### src/rtl/jbp_pkg.sv
package jbp_pkg;

    localparam int ACC_BITS  = 64;
    localparam int CODE_BITS = 27;
    localparam int LEN_BITS  = 5;

    localparam logic [7:0] MARK_PREFIX = 8'hFF;
    localparam logic [7:0] MARK_RST0   = 8'hD0;
    localparam logic [7:0] MARK_END    = 8'hD9;

    typedef enum logic [1:0] {
        K_CODE  = 2'd0,
        K_MCU   = 2'd1,
        K_FLUSH = 2'd2,
        K_EOI   = 2'd3
    } kind_e;

    typedef enum logic [1:0] {
        ST_RUN,
        ST_DRAIN,
        ST_MK_HI,
        ST_MK_LO
    } state_e;

    typedef enum logic [1:0] {
        AF_FLUSH,
        AF_RST,
        AF_EOI
    } after_e;

    typedef struct packed {
        logic       valid;
        logic       last;
        logic       mark;
        logic [7:0] data;
    } beat_t;

    function automatic logic [7:0] marker_code(after_e af, logic [2:0] idx);
        return (af == AF_EOI) ? MARK_END : (MARK_RST0 | {5'b0, idx});
    endfunction

endpackage

### src/rtl/jbp_restart_ctl.sv
module jbp_restart_ctl #(
    parameter int INTV_W = 16
) (
    input  logic              clk,
    input  logic              rst,
    input  logic [INTV_W-1:0] interval,
    input  logic              mcu_tick,
    input  logic              mark_done,
    input  logic              frame_end,
    output logic              pending,
    output logic [2:0]        idx
);
    logic [INTV_W-1:0] mcu_q;

    always_ff @(posedge clk) begin
        if (rst || frame_end) begin
            mcu_q   <= '0;
            pending <= 1'b0;
            idx     <= 3'd0;
        end else begin
            if (mark_done) begin
                pending <= 1'b0;
                idx     <= idx + 3'd1;
            end
            if (mcu_tick && interval != '0) begin
                if (mcu_q + INTV_W'(1) >= interval) begin
                    mcu_q   <= '0;
                    pending <= 1'b1;
                end else begin
                    mcu_q <= mcu_q + INTV_W'(1);
                end
            end
        end
    end
endmodule

### src/rtl/jbp_frame_count.sv
module jbp_frame_count #(
    parameter int BCNT_W = 24
) (
    input  logic              clk,
    input  logic              rst,
    input  logic              beat,
    input  logic              last,
    output logic [BCNT_W-1:0] frame_bytes
);
    logic [BCNT_W-1:0] run_q;

    always_ff @(posedge clk) begin
        if (rst) begin
            run_q       <= '0;
            frame_bytes <= '0;
        end else if (beat) begin
            if (last) begin
                frame_bytes <= run_q + BCNT_W'(1);
                run_q       <= '0;
            end else begin
                run_q <= run_q + BCNT_W'(1);
            end
        end
    end
endmodule

### src/rtl/jpeg_bit_packer.sv
module jpeg_bit_packer
    import jbp_pkg::*;
#(
    parameter int ACC_W  = ACC_BITS,
    parameter int CODE_W = CODE_BITS,
    parameter int LEN_W  = LEN_BITS,
    parameter int INTV_W = 16,
    parameter int BCNT_W = 24
) (
    input  logic              clk,
    input  logic              rst,
    input  logic              in_valid,
    output logic              in_ready,
    input  logic [1:0]        in_kind,
    input  logic [CODE_W-1:0] in_bits,
    input  logic [LEN_W-1:0]  in_len,
    input  logic [INTV_W-1:0] restart_mcus,
    output logic [7:0]        m_tdata,
    output logic              m_tvalid,
    output logic              m_tlast,
    output logic [BCNT_W-1:0] frame_bytes
);
    localparam int CNT_W = $clog2(ACC_W + 1);
    localparam int ROOM  = ACC_W - CODE_W;
    localparam logic [ACC_W-1:0] ONES = '1;

    kind_e              kind;
    state_e             st_q, st_d;
    after_e             af_q, af_d, pad_af;
    logic [ACC_W-1:0]   acc_q, acc_d, acc_a, pad, code_w;
    logic [CNT_W-1:0]   cnt_q, cnt_d, cnt_a, cnt_r, sh;
    logic               stuff_q, stuff_d, do_pad;
    beat_t              ob_q, ob_d;
    logic               rst_pend, mcu_tick, mark_done, frame_end;
    logic [2:0]         rst_idx;

    assign kind   = kind_e'(in_kind);
    assign code_w = ACC_W'(in_bits & ~({CODE_W{1'b1}} << in_len));

    assign in_ready = (st_q == ST_RUN) &&
                      (kind != K_CODE || (cnt_q <= CNT_W'(ROOM) && !rst_pend));

    always_comb begin
        st_d      = st_q;
        af_d      = af_q;
        stuff_d   = stuff_q;
        ob_d      = '0;
        mcu_tick  = 1'b0;
        mark_done = 1'b0;
        frame_end = 1'b0;
        do_pad    = 1'b0;
        pad_af    = AF_FLUSH;
        acc_a     = acc_q;
        cnt_a     = cnt_q;

        // byte emission: a pending stuff byte wins over new data
        if (st_q == ST_RUN || st_q == ST_DRAIN) begin
            if (stuff_q) begin
                ob_d.valid = 1'b1;
                ob_d.data  = 8'h00;
                stuff_d    = 1'b0;
            end else if (cnt_q >= CNT_W'(8)) begin
                ob_d.valid = 1'b1;
                ob_d.data  = acc_q[ACC_W-1 -: 8];
                acc_a      = acc_q << 8;
                cnt_a      = cnt_q - CNT_W'(8);
                stuff_d    = (acc_q[ACC_W-1 -: 8] == 8'hFF);
            end
        end

        acc_d = acc_a;
        cnt_d = cnt_a;
        cnt_r = (cnt_a + CNT_W'(7)) & ~CNT_W'(7);
        pad   = ~(ONES >> cnt_r) & (ONES >> cnt_a);
        sh    = CNT_W'(ACC_W) - cnt_a - CNT_W'(in_len);

        case (st_q)
            ST_RUN: begin
                if (in_valid && kind == K_CODE && rst_pend) begin
                    do_pad = 1'b1;
                    pad_af = AF_RST;
                end else if (in_valid && in_ready) begin
                    case (kind)
                        K_CODE: begin
                            acc_d = acc_a | (code_w << sh);
                            cnt_d = cnt_a + CNT_W'(in_len);
                        end
                        K_MCU:   mcu_tick = 1'b1;
                        K_FLUSH: begin
                            do_pad = 1'b1;
                            pad_af = AF_FLUSH;
                        end
                        default: begin
                            do_pad = 1'b1;
                            pad_af = AF_EOI;
                        end
                    endcase
                end
            end
            ST_DRAIN: begin
                if (!stuff_q && cnt_q == '0)
                    st_d = (af_q == AF_FLUSH) ? ST_RUN : ST_MK_HI;
            end
            ST_MK_HI: begin
                ob_d = '{valid: 1'b1, last: 1'b0, mark: 1'b1, data: MARK_PREFIX};
                st_d = ST_MK_LO;
            end
            default: begin
                ob_d = '{valid: 1'b1, last: (af_q == AF_EOI), mark: 1'b1,
                         data: marker_code(af_q, rst_idx)};
                st_d = ST_RUN;
                if (af_q == AF_EOI) frame_end = 1'b1;
                else                mark_done = 1'b1;
            end
        endcase

        if (do_pad) begin
            acc_d = acc_a | pad;
            cnt_d = cnt_r;
            st_d  = ST_DRAIN;
            af_d  = pad_af;
        end
    end

    always_ff @(posedge clk) begin
        if (rst) begin
            st_q    <= ST_RUN;
            af_q    <= AF_FLUSH;
            acc_q   <= '0;
            cnt_q   <= '0;
            stuff_q <= 1'b0;
            ob_q    <= '0;
        end else begin
            st_q    <= st_d;
            af_q    <= af_d;
            acc_q   <= acc_d;
            cnt_q   <= cnt_d;
            stuff_q <= stuff_d;
            ob_q    <= ob_d;
        end
    end

    assign m_tdata  = ob_q.data;
    assign m_tvalid = ob_q.valid;
    assign m_tlast  = ob_q.last;

    jbp_restart_ctl #(.INTV_W(INTV_W)) u_rst (
        .clk       (clk),
        .rst       (rst),
        .interval  (restart_mcus),
        .mcu_tick  (mcu_tick),
        .mark_done (mark_done),
        .frame_end (frame_end),
        .pending   (rst_pend),
        .idx       (rst_idx)
    );

    jbp_frame_count #(.BCNT_W(BCNT_W)) u_cnt (
        .clk         (clk),
        .rst         (rst),
        .beat        (ob_d.valid),
        .last        (ob_d.last),
        .frame_bytes (frame_bytes)
    );
endmodule

### config.mk
export PLATFORM = sky130hd
export DESIGN_NAME = jpeg_bit_packer
export DESIGN_NICKNAME = d
export VERILOG_FILES = /design/src/rtl/jbp_pkg.sv /design/src/rtl/jbp_restart_ctl.sv /design/src/rtl/jbp_frame_count.sv /design/src/rtl/jpeg_bit_packer.sv
export SDC_FILE = /design/constraint.sdc
export NUM_CORES = 1
export LEC_CHECK = 0
export BUFFER_PORTS_ARGS = -buffer_cell sky130_fd_sc_hd__buf_2
export CORE_MARGIN = 1
export CORE_UTILIZATION = 45
export CTS_CLUSTER_DIAMETER = 60
export DETAILED_ROUTE_END_ITERATION = 12
export GPL_ROUTABILITY_DRIVEN = 0
export SLEW_MARGIN = 40
export SYNTH_ARGS = -nofsm -noshare
export SYNTH_HDL_FRONTEND = slang
export SYNTH_SLANG_ARGS = --single-unit
### constraint.sdc
create_clock -name clk -period 4.2 [get_ports clk]
set_input_delay 0.84 -clock clk [delete_from_list [all_inputs] [get_ports clk]]
set_output_delay 0.84 -clock clk [all_outputs]
set_load 0.1 [all_outputs]
After elaboration in Yosys (flattened, before gate mapping)
Cells that the tools add are included.
{"block": "op_classes", "n_shift": 4, "multipliers": 0, "order_cmp": 3, "n_reduce_logical": 26, "n_addsub": 8, "n_bitwise": 7, "n_mux": 51, "eq_ne": 9, "n_div": 0}
{"cell": "$mux 64", "count": 8}
{"cell": "$not 64->64", "count": 2}
{"cell": "$or 64x64->64", "count": 2}
{"cell": "$shr 64x7->64 const A", "count": 2}
{"cell": "$and 27x64->64", "count": 1}
{"cell": "$and 64x64->64", "count": 1}
{"cell": "$shl 27x5->64 const A", "count": 1}
{"cell": "$shl 64x7->64", "count": 1}
{"cell": "$mux 7", "count": 8}
{"cell": "$add 24x1->24 const B", "count": 1}
{"cell": "$mux 24", "count": 1}
{"cell": "$mux 8", "count": 3}
{"cell": "$pmux 11 s2", "count": 1}
{"cell": "$mux 1", "count": 21}
{"cell": "$add 16x1->16 const B", "count": 1}
{"cell": "$ge 16x16->1", "count": 1}
{"cell": "$mux 16", "count": 1}
{"cell": "$reduce_bool 16->1", "count": 1}
{"cell": "$mux 2", "count": 6}
{"cell": "$eq 8x8->1 const B", "count": 1}
{"cell": "$add 7x3->7 const B", "count": 1}
{"cell": "$add 7x5->7", "count": 1}
{"cell": "$ge 7x4->1 const B", "count": 1}
{"cell": "$le 7x6->1 const B", "count": 1}
{"cell": "other kinds (21)", "count": 40}
{"block": "totals", "elab_cells": 123, "mem_count": 0, "input_bits": 53, "mem_bits_rw": 0, "reg_bits": 154, "out_inout_bits": 35, "latch_bits": 0, "mem_bits_ro": 0}

Longest topological paths before layout
{"block": "logic_depth", "ltp_word": 13, "mapped_depth": 21, "ltp_nobuf": 16}

Modules after synthesis
A second synthesis with hierarchy kept.
{"block": "unflattened", "hier_cells": 1625, "area_unflattened_um2": 12162.9}
{"mod": "jpeg_bit_packer", "seq_area_each_um2": 1721.7, "instances": 1, "cells_each": 1142, "area_per_inst_um2": 8236.6}
{"mod": "jbp_frame_count", "seq_area_each_um2": 960.9, "instances": 1, "cells_each": 289, "area_per_inst_um2": 2349.8}
{"mod": "jbp_restart_ctl", "seq_area_each_um2": 400.4, "instances": 1, "cells_each": 194, "area_per_inst_um2": 1576.5}

Worst setup path before layout
Ideal clock, no wire load.
{"block": "synth_path", "path_kind": "register to register", "startpoint": "register cnt_q[3]", "endpoint": "register acc_q[9]", "path_buffers": 5, "arrival_time_ns": 4.127, "period_less_slack_ns": 4.254, "stages_incl_launch_ff": 22, "setup_slack_ns": -0.054, "cell_sequence": "dfxtp_1 > buf_2 > inv_1 > ha_1 > or3b_1 > clkbuf_1 > a21oi_2 > or3_1 > nand2_1 > buf_2 > inv_1 > ha_1 > ha_1 > a21o_1 > a311oi_1 > nor3_1 > o21ai_2 > buf_2 > nor3_1 > buf_2 > a221oi_1 > nor2_1"}
{"block": "synth_between", "elab_chain_cells": 13, "word_cells_on_any_way": 31}
{"element": "start, declared", "line_no": "jpeg_bit_packer.sv:31", "source": "logic [CNT_W-1:0] cnt_q, cnt_d, cnt_a, cnt_r, sh;"}
{"element": "start signal, assigned", "line_no": "jpeg_bit_packer.sv:137", "source": "cnt_q <= cnt_d;"}
{"element": "$sub 7x4->7 / $ge 7x4->1 (equally long branches)", "line_no": "jpeg_bit_packer.sv:66, jpeg_bit_packer.sv:62"}
{"element": "$mux 7", "line_no": "jpeg_bit_packer.sv:62", "source": "end else if (cnt_q >= CNT_W'(8)) begin"}
{"element": "$mux 7", "line_no": "jpeg_bit_packer.sv:58", "source": "if (stuff_q) begin"}
{"element": "$mux 7", "line_no": "jpeg_bit_packer.sv:57", "source": "if (st_q == ST_RUN || st_q == ST_DRAIN) begin"}
{"element": "$sub 7x7->7", "line_no": "jpeg_bit_packer.sv:75", "source": "sh = CNT_W'(ACC_W) - cnt_a - CNT_W'(in_len);"}
{"element": "$sub 7x5->7", "line_no": "jpeg_bit_packer.sv:75"}
{"element": "$shl 64x7->64", "line_no": "jpeg_bit_packer.sv:85", "source": "acc_d = acc_a | (code_w << sh);"}
{"element": "$or 64x64->64", "line_no": "jpeg_bit_packer.sv:85"}
{"element": "$mux 64", "line_no": "jpeg_bit_packer.sv:83", "source": "case (kind)"}
{"element": "$mux 64", "line_no": "jpeg_bit_packer.sv:82", "source": "end else if (in_valid && in_ready) begin"}
{"element": "$mux 64", "line_no": "jpeg_bit_packer.sv:79", "source": "if (in_valid && kind == K_CODE && rst_pend) begin"}
{"element": "$mux 64", "line_no": "jpeg_bit_packer.sv:77", "source": "case (st_q)"}
{"element": "$mux 64 *", "line_no": "jpeg_bit_packer.sv:117", "source": "if (do_pad) begin"}
{"element": "end signal, assigned", "line_no": "jpeg_bit_packer.sv:129", "source": "acc_q <= '0;"}
{"element": "end signal, assigned", "line_no": "jpeg_bit_packer.sv:136", "source": "acc_q <= acc_d;"}
{"element": "end, declared", "line_no": "jpeg_bit_packer.sv:30", "source": "logic [ACC_W-1:0] acc_q, acc_d, acc_a, pad, code_w;"}
Every way passes the cells marked *; elsewhere a longest branch is shown, timed or not.
A chain may end at the register's enable or synchronous reset.

Final worst setup path
{"block": "layout_path", "startpoint": "register st_q[1]", "endpoint": "register acc_q[7]"}
{"block": "layout_between", "elab_chain_cells": 12, "word_cells_on_any_way": 25}
{"element": "start, declared", "line_no": "jpeg_bit_packer.sv:28", "source": "state_e st_q, st_d;"}
{"element": "start signal, assigned", "line_no": "jpeg_bit_packer.sv:134", "source": "st_q <= st_d;"}
{"element": "$eq 2x1->1 / $logic_not 2->1 (equally long branches)", "line_no": "jpeg_bit_packer.sv:57, jpeg_bit_packer.sv:40, jpeg_bit_packer.sv:77"}
{"element": "$logic_or 1x1->1", "line_no": "jpeg_bit_packer.sv:57"}
{"element": "$mux 7", "line_no": "jpeg_bit_packer.sv:57"}
{"element": "$sub 7x7->7", "line_no": "jpeg_bit_packer.sv:75"}
{"element": "$sub 7x5->7", "line_no": "jpeg_bit_packer.sv:75"}
{"element": "$shl 64x7->64", "line_no": "jpeg_bit_packer.sv:85"}
{"element": "$or 64x64->64", "line_no": "jpeg_bit_packer.sv:85"}
{"element": "$mux 64", "line_no": "jpeg_bit_packer.sv:83"}
{"element": "$mux 64", "line_no": "jpeg_bit_packer.sv:82"}
{"element": "$mux 64", "line_no": "jpeg_bit_packer.sv:79"}
{"element": "$mux 64", "line_no": "jpeg_bit_packer.sv:77"}
{"element": "$mux 64 *", "line_no": "jpeg_bit_packer.sv:117"}
Marked as above.

==> results.json <==
{
  "wl_met1_um": 17300,
  "cpMostUsedCell": "ha_1",
  "synth_enable_flop_cells": 0,
  "wl_per_cell_um": 20.1,
  "slew-limit-headroom_pct": 43.6,
  "crit_chain": "inv_1 > ha_1 > or3b_2 > o311a_1 > nand2_2 > inv_1 > ha_1 > ha_1 > a21o_1 > a311oi_2 > o21a_1 > o21ai_4 > buf_4 > nor4_4 > buf_4 > nand2b_1 > a21oi_1",
  "io-pin-count": 88,
  "layout-drive-gt1-share_pct": 17.5,
  "grt_first_pass_wirelength_um": 64000,
  "seqPwrFrac_pct": 15.2,
  "cts_root_buf": "clkbuf_16",
  "numCtsBuffers": 17,
  "grt_pass1_vias": 11700,
  "viasPerCell": 6.22,
  "finalCriticalPeriod_ns": 4.05,
  "drc": 0,
  "met2_length_um": 18800,
  "grt_overflow": 0,
  "area.growth.synth_to_final_pct": 15.8,
  "syn_area_per_cell_um2": 7.43,
  "critPathKind": "flop to flop",
  "antenna_found_initial": 0,
  "synthTopCellsByArea": "dfxtp_1 (26%), nor2_1 (8.2%), ha_1 (4.6%), a21oi_1 (4.6%), nand2_1 (4.1%)",
  "wl_um": 40800,
  "setup_viol_count_final": 0,
  "worst_pin_slew_ns": 0.843,
  "cts_buffer_depth": 2,
  "maxCapViolations": 0,
  "grtUsageTotal_pct": 30.2,
  "synth_top_area_cell": "dfxtp_1",
  "ir_worst_vdd_mv": 0.758,
  "fin_cells": 2029,
  "slowest_stage": "or3b_2",
  "first_pass_iters": 7,
  "hold_depth": 2,
  "die_w_um": 164,
  "max_stage_delay_ns": 0.49,
  "r2r.worst_path.cells": 17,
  "setup_tns_ns": 0,
  "r2r_end": "acc_q[7]",
  "pwr-share-clk_pct": 13.0,
  "synth-seq-cells": 154,
  "die_h_um": 164,
  "core-area_mm2": 0.0260,
  "synth.distinct_cells": 105,
  "drtAntennaViolNets": 0,
  "seq_area_frac_synth_pct": 26.0,
  "final_area_mm2": 0.0137,
  "clk_pin_slew_ns": 0.07,
  "yosysTopAreaCellShare_pct": 26.0,
  "drv_slew": 0,
  "p_per_area_mw_per_mm2": 908,
  "critPathMaxFanout": 8,
  "cts_tree": "yes",
  "met3_length_um": 3170,
  "diodes": 0,
  "ys.flop_type": "dfxtp_1",
  "port-buffer-count": 87,
  "yosysWarnings": 0,
  "die-area_mm2": 0.0270,
  "grt_start_max_net_pins": 88,
  "row_count": 59,
  "nets": 1781,
  "min-delay-start": "u_cnt.frame_bytes[1]",
  "netlist_area_mm2": 0.0119,
  "required_ns": 4.54,
  "clock_sinks": 154,
  "reg2reg_slack_ns": 0.15,
  "hold_path_class": "flop to flop",
  "combPwrFrac_pct": 71.7,
  "routed.top_layer": "met4",
  "worstPathArrival_ns": 4.40,
  "startpoint_type": "flop",
  "hpwl_um": 29600,
  "netlist_instances": 1595,
  "power_switching_mw": 6.67,
  "postSynth.asyncResetShare_pct": 0,
  "dpl_cell_area_mm2": 0.0130,
  "sw_frac_of_total_pct": 53.5,
  "htreeDepth": 4,
  "vias": 12600,
  "clock_latency_ns": 0.43,
  "synthTopCellsByCount": "nor2_1 (259), dfxtp_1 (154), nand2_1 (130)",
  "placed_cells": 1991,
  "syn_nets": 1694,
  "end_kind": "flop",
  "p_int_mw": 5.79,
  "hold_viol": 0,
  "synth_most_common_cell": "nor2_1",
  "start_util_pct": 45.6,
  "skew_ns": 0.0191,
  "r2r-start": "st_q[1]",
  "hold_path_end": "u_cnt.frame_bytes[1]",
  "period_share_pct": 96.5,
  "fmax_mhz": 247,
  "status": "finished, final reports clean",
  "p_leak_nw": 5.42,
  "drtIter0Drc": 1353
}
## power groups by stage
| stage | Sequential [mW] | Clock (mW) | Combinational [mW] |
|---|---|---|---|
| 6_report | 1.90 | 1.63 | 8.94 |
| 5_1_grt | 1.92 | 1.70 | 9.49 |
| 4_1_cts | 1.89 | 1.64 | 8.46 |
| 3_5_place_dp | 1.92 | 0 | 8.35 |
| 3_3_place_gp | 1.92 | 0 | 8.31 |
| 2_1_floorplan | 1.99 | 0 | 5.50 |
## final cells by class
class / instances / area, um^2
Clock buffer: 17 / 425
Clock inverter: 14 / 184
Fill cell: 2574 / 12300
Inverter: 45 / 169
Multi-Input combinational cell: 1284 / 8250
Sequential cell: 154 / 3080
Tap cell: 335 / 419
Timing Repair Buffer: 180 / 1190
## logic make-up after synthesis
kind of cell	Yosys count	share of synthesized area, %
DFF	154	26.0
AOI/OAI and AO/OA	482	28.5
xor gates and xnor gates	64	4.92
muxes	47	4.34
buffers and inverters	157	5.60
adders and majority gates	47	5.07
and+or+nand+nor	644	25.6
## metal layers
layer	global-route usage (%)	up-vias
li1	-	6045
met1	38.9	5894
met2	49.5	566
met3	5.28	119
met4	12.6	0
met5	0	-
## metrics by stage
| step | setup slack [ns] | hold WS, ns | total power [mW] | utilization, % |
|---|---|---|---|---|
| after floorplan | 0.00305 | 0.450 | 7.49 | - |
| after global placement | 0.0775 | 0.444 | 10.2 | 49.9 |
| after detailed placement | -0.00849 | 0.453 | 10.3 | 49.9 |
| after CTS | 0.0303 | 0.462 | 12.0 | 52.4 |
| after global routing | -0.0213 | 0.510 | 13.1 | 52.8 |
| final | 0.148 | 0.463 | 12.5 | 52.8 |
## worst max-delay path: cells and delay by family, from the launching register on
family,cells,cell delay [ns]
AOI/OAI and AO/OA,6,1.22
adders and majority gates,3,0.71
buffers and inverters,4,0.60
DFF,1,0.33
and+or+nand+nor,4,1.09
## flip-flops by register name, indices dropped and copies added (netlist names), named ones only
register / flops
u_rst.pending: 1
af_q: 2
u_cnt.frame_bytes: 24
acc_q: 64
stuff_q: 1
m_tlast: 1
st_q: 2
u_rst.mcu_q: 16
u_rst.idx: 3
u_cnt.run_q: 24
m_tvalid: 1
m_tdata: 8
cnt_q: 4
## timing repair
| item | CTS | global route |
|---|---|---|
| gates resized for setup | 0 | 16 |
| hold buffers | 0 | 0 |
| setup buffers | 3 | 4 |
| endpoints found under the setup margin | 4 | 58 |
| endpoints found under the hold margin | 0 | 0 |
| gates cloned | 0 | 0 |
| pin swaps | 0 | 5 |
## how the worst max path moves through the flow
stage | from | end | slack [ns] | cells after the start
after floorplan | cnt_q[3] | acc_q[9] | 0.003 | 21
after global placement | in_len[1] | acc_q[26] | 0.08 | 13
after detailed placement | st_q[0] | acc_q[26] | -0.008 | 15
after CTS | st_q[0] | acc_q[7] | 0.03 | 15
after global routing | st_q[0] | acc_q[7] | -0.02 | 17
final | st_q[1] | acc_q[7] | 0.15 | 17
## cells in the final DEF (no fill, tap or decap), types with 24 or more instances in the layout
| master | synthesis | routed |
|---|---|---|
| mux2i_1 | 33 | 33 |
| buf_2 | 35 | 86 |
| a21oi_1 | 108 | 108 |
| nand3_1 | 63 | 63 |
| dfxtp_1 | 154 | 153 |
| o21ai_0 | 70 | 69 |
| xor2_1 | 36 | 35 |
| nor2_1 | 259 | 255 |
| nor3_1 | 44 | 41 |
| o211ai_1 | 27 | 27 |
| xnor2_1 | 25 | 24 |
| buf_4 | 4 | 89 |
| inv_1 | 42 | 40 |
| a211oi_1 | 38 | 38 |
| ha_1 | 44 | 42 |
| nand2_1 | 130 | 128 |
| a31oi_1 | 32 | 32 |
Power figures use the tool's default switching activity.
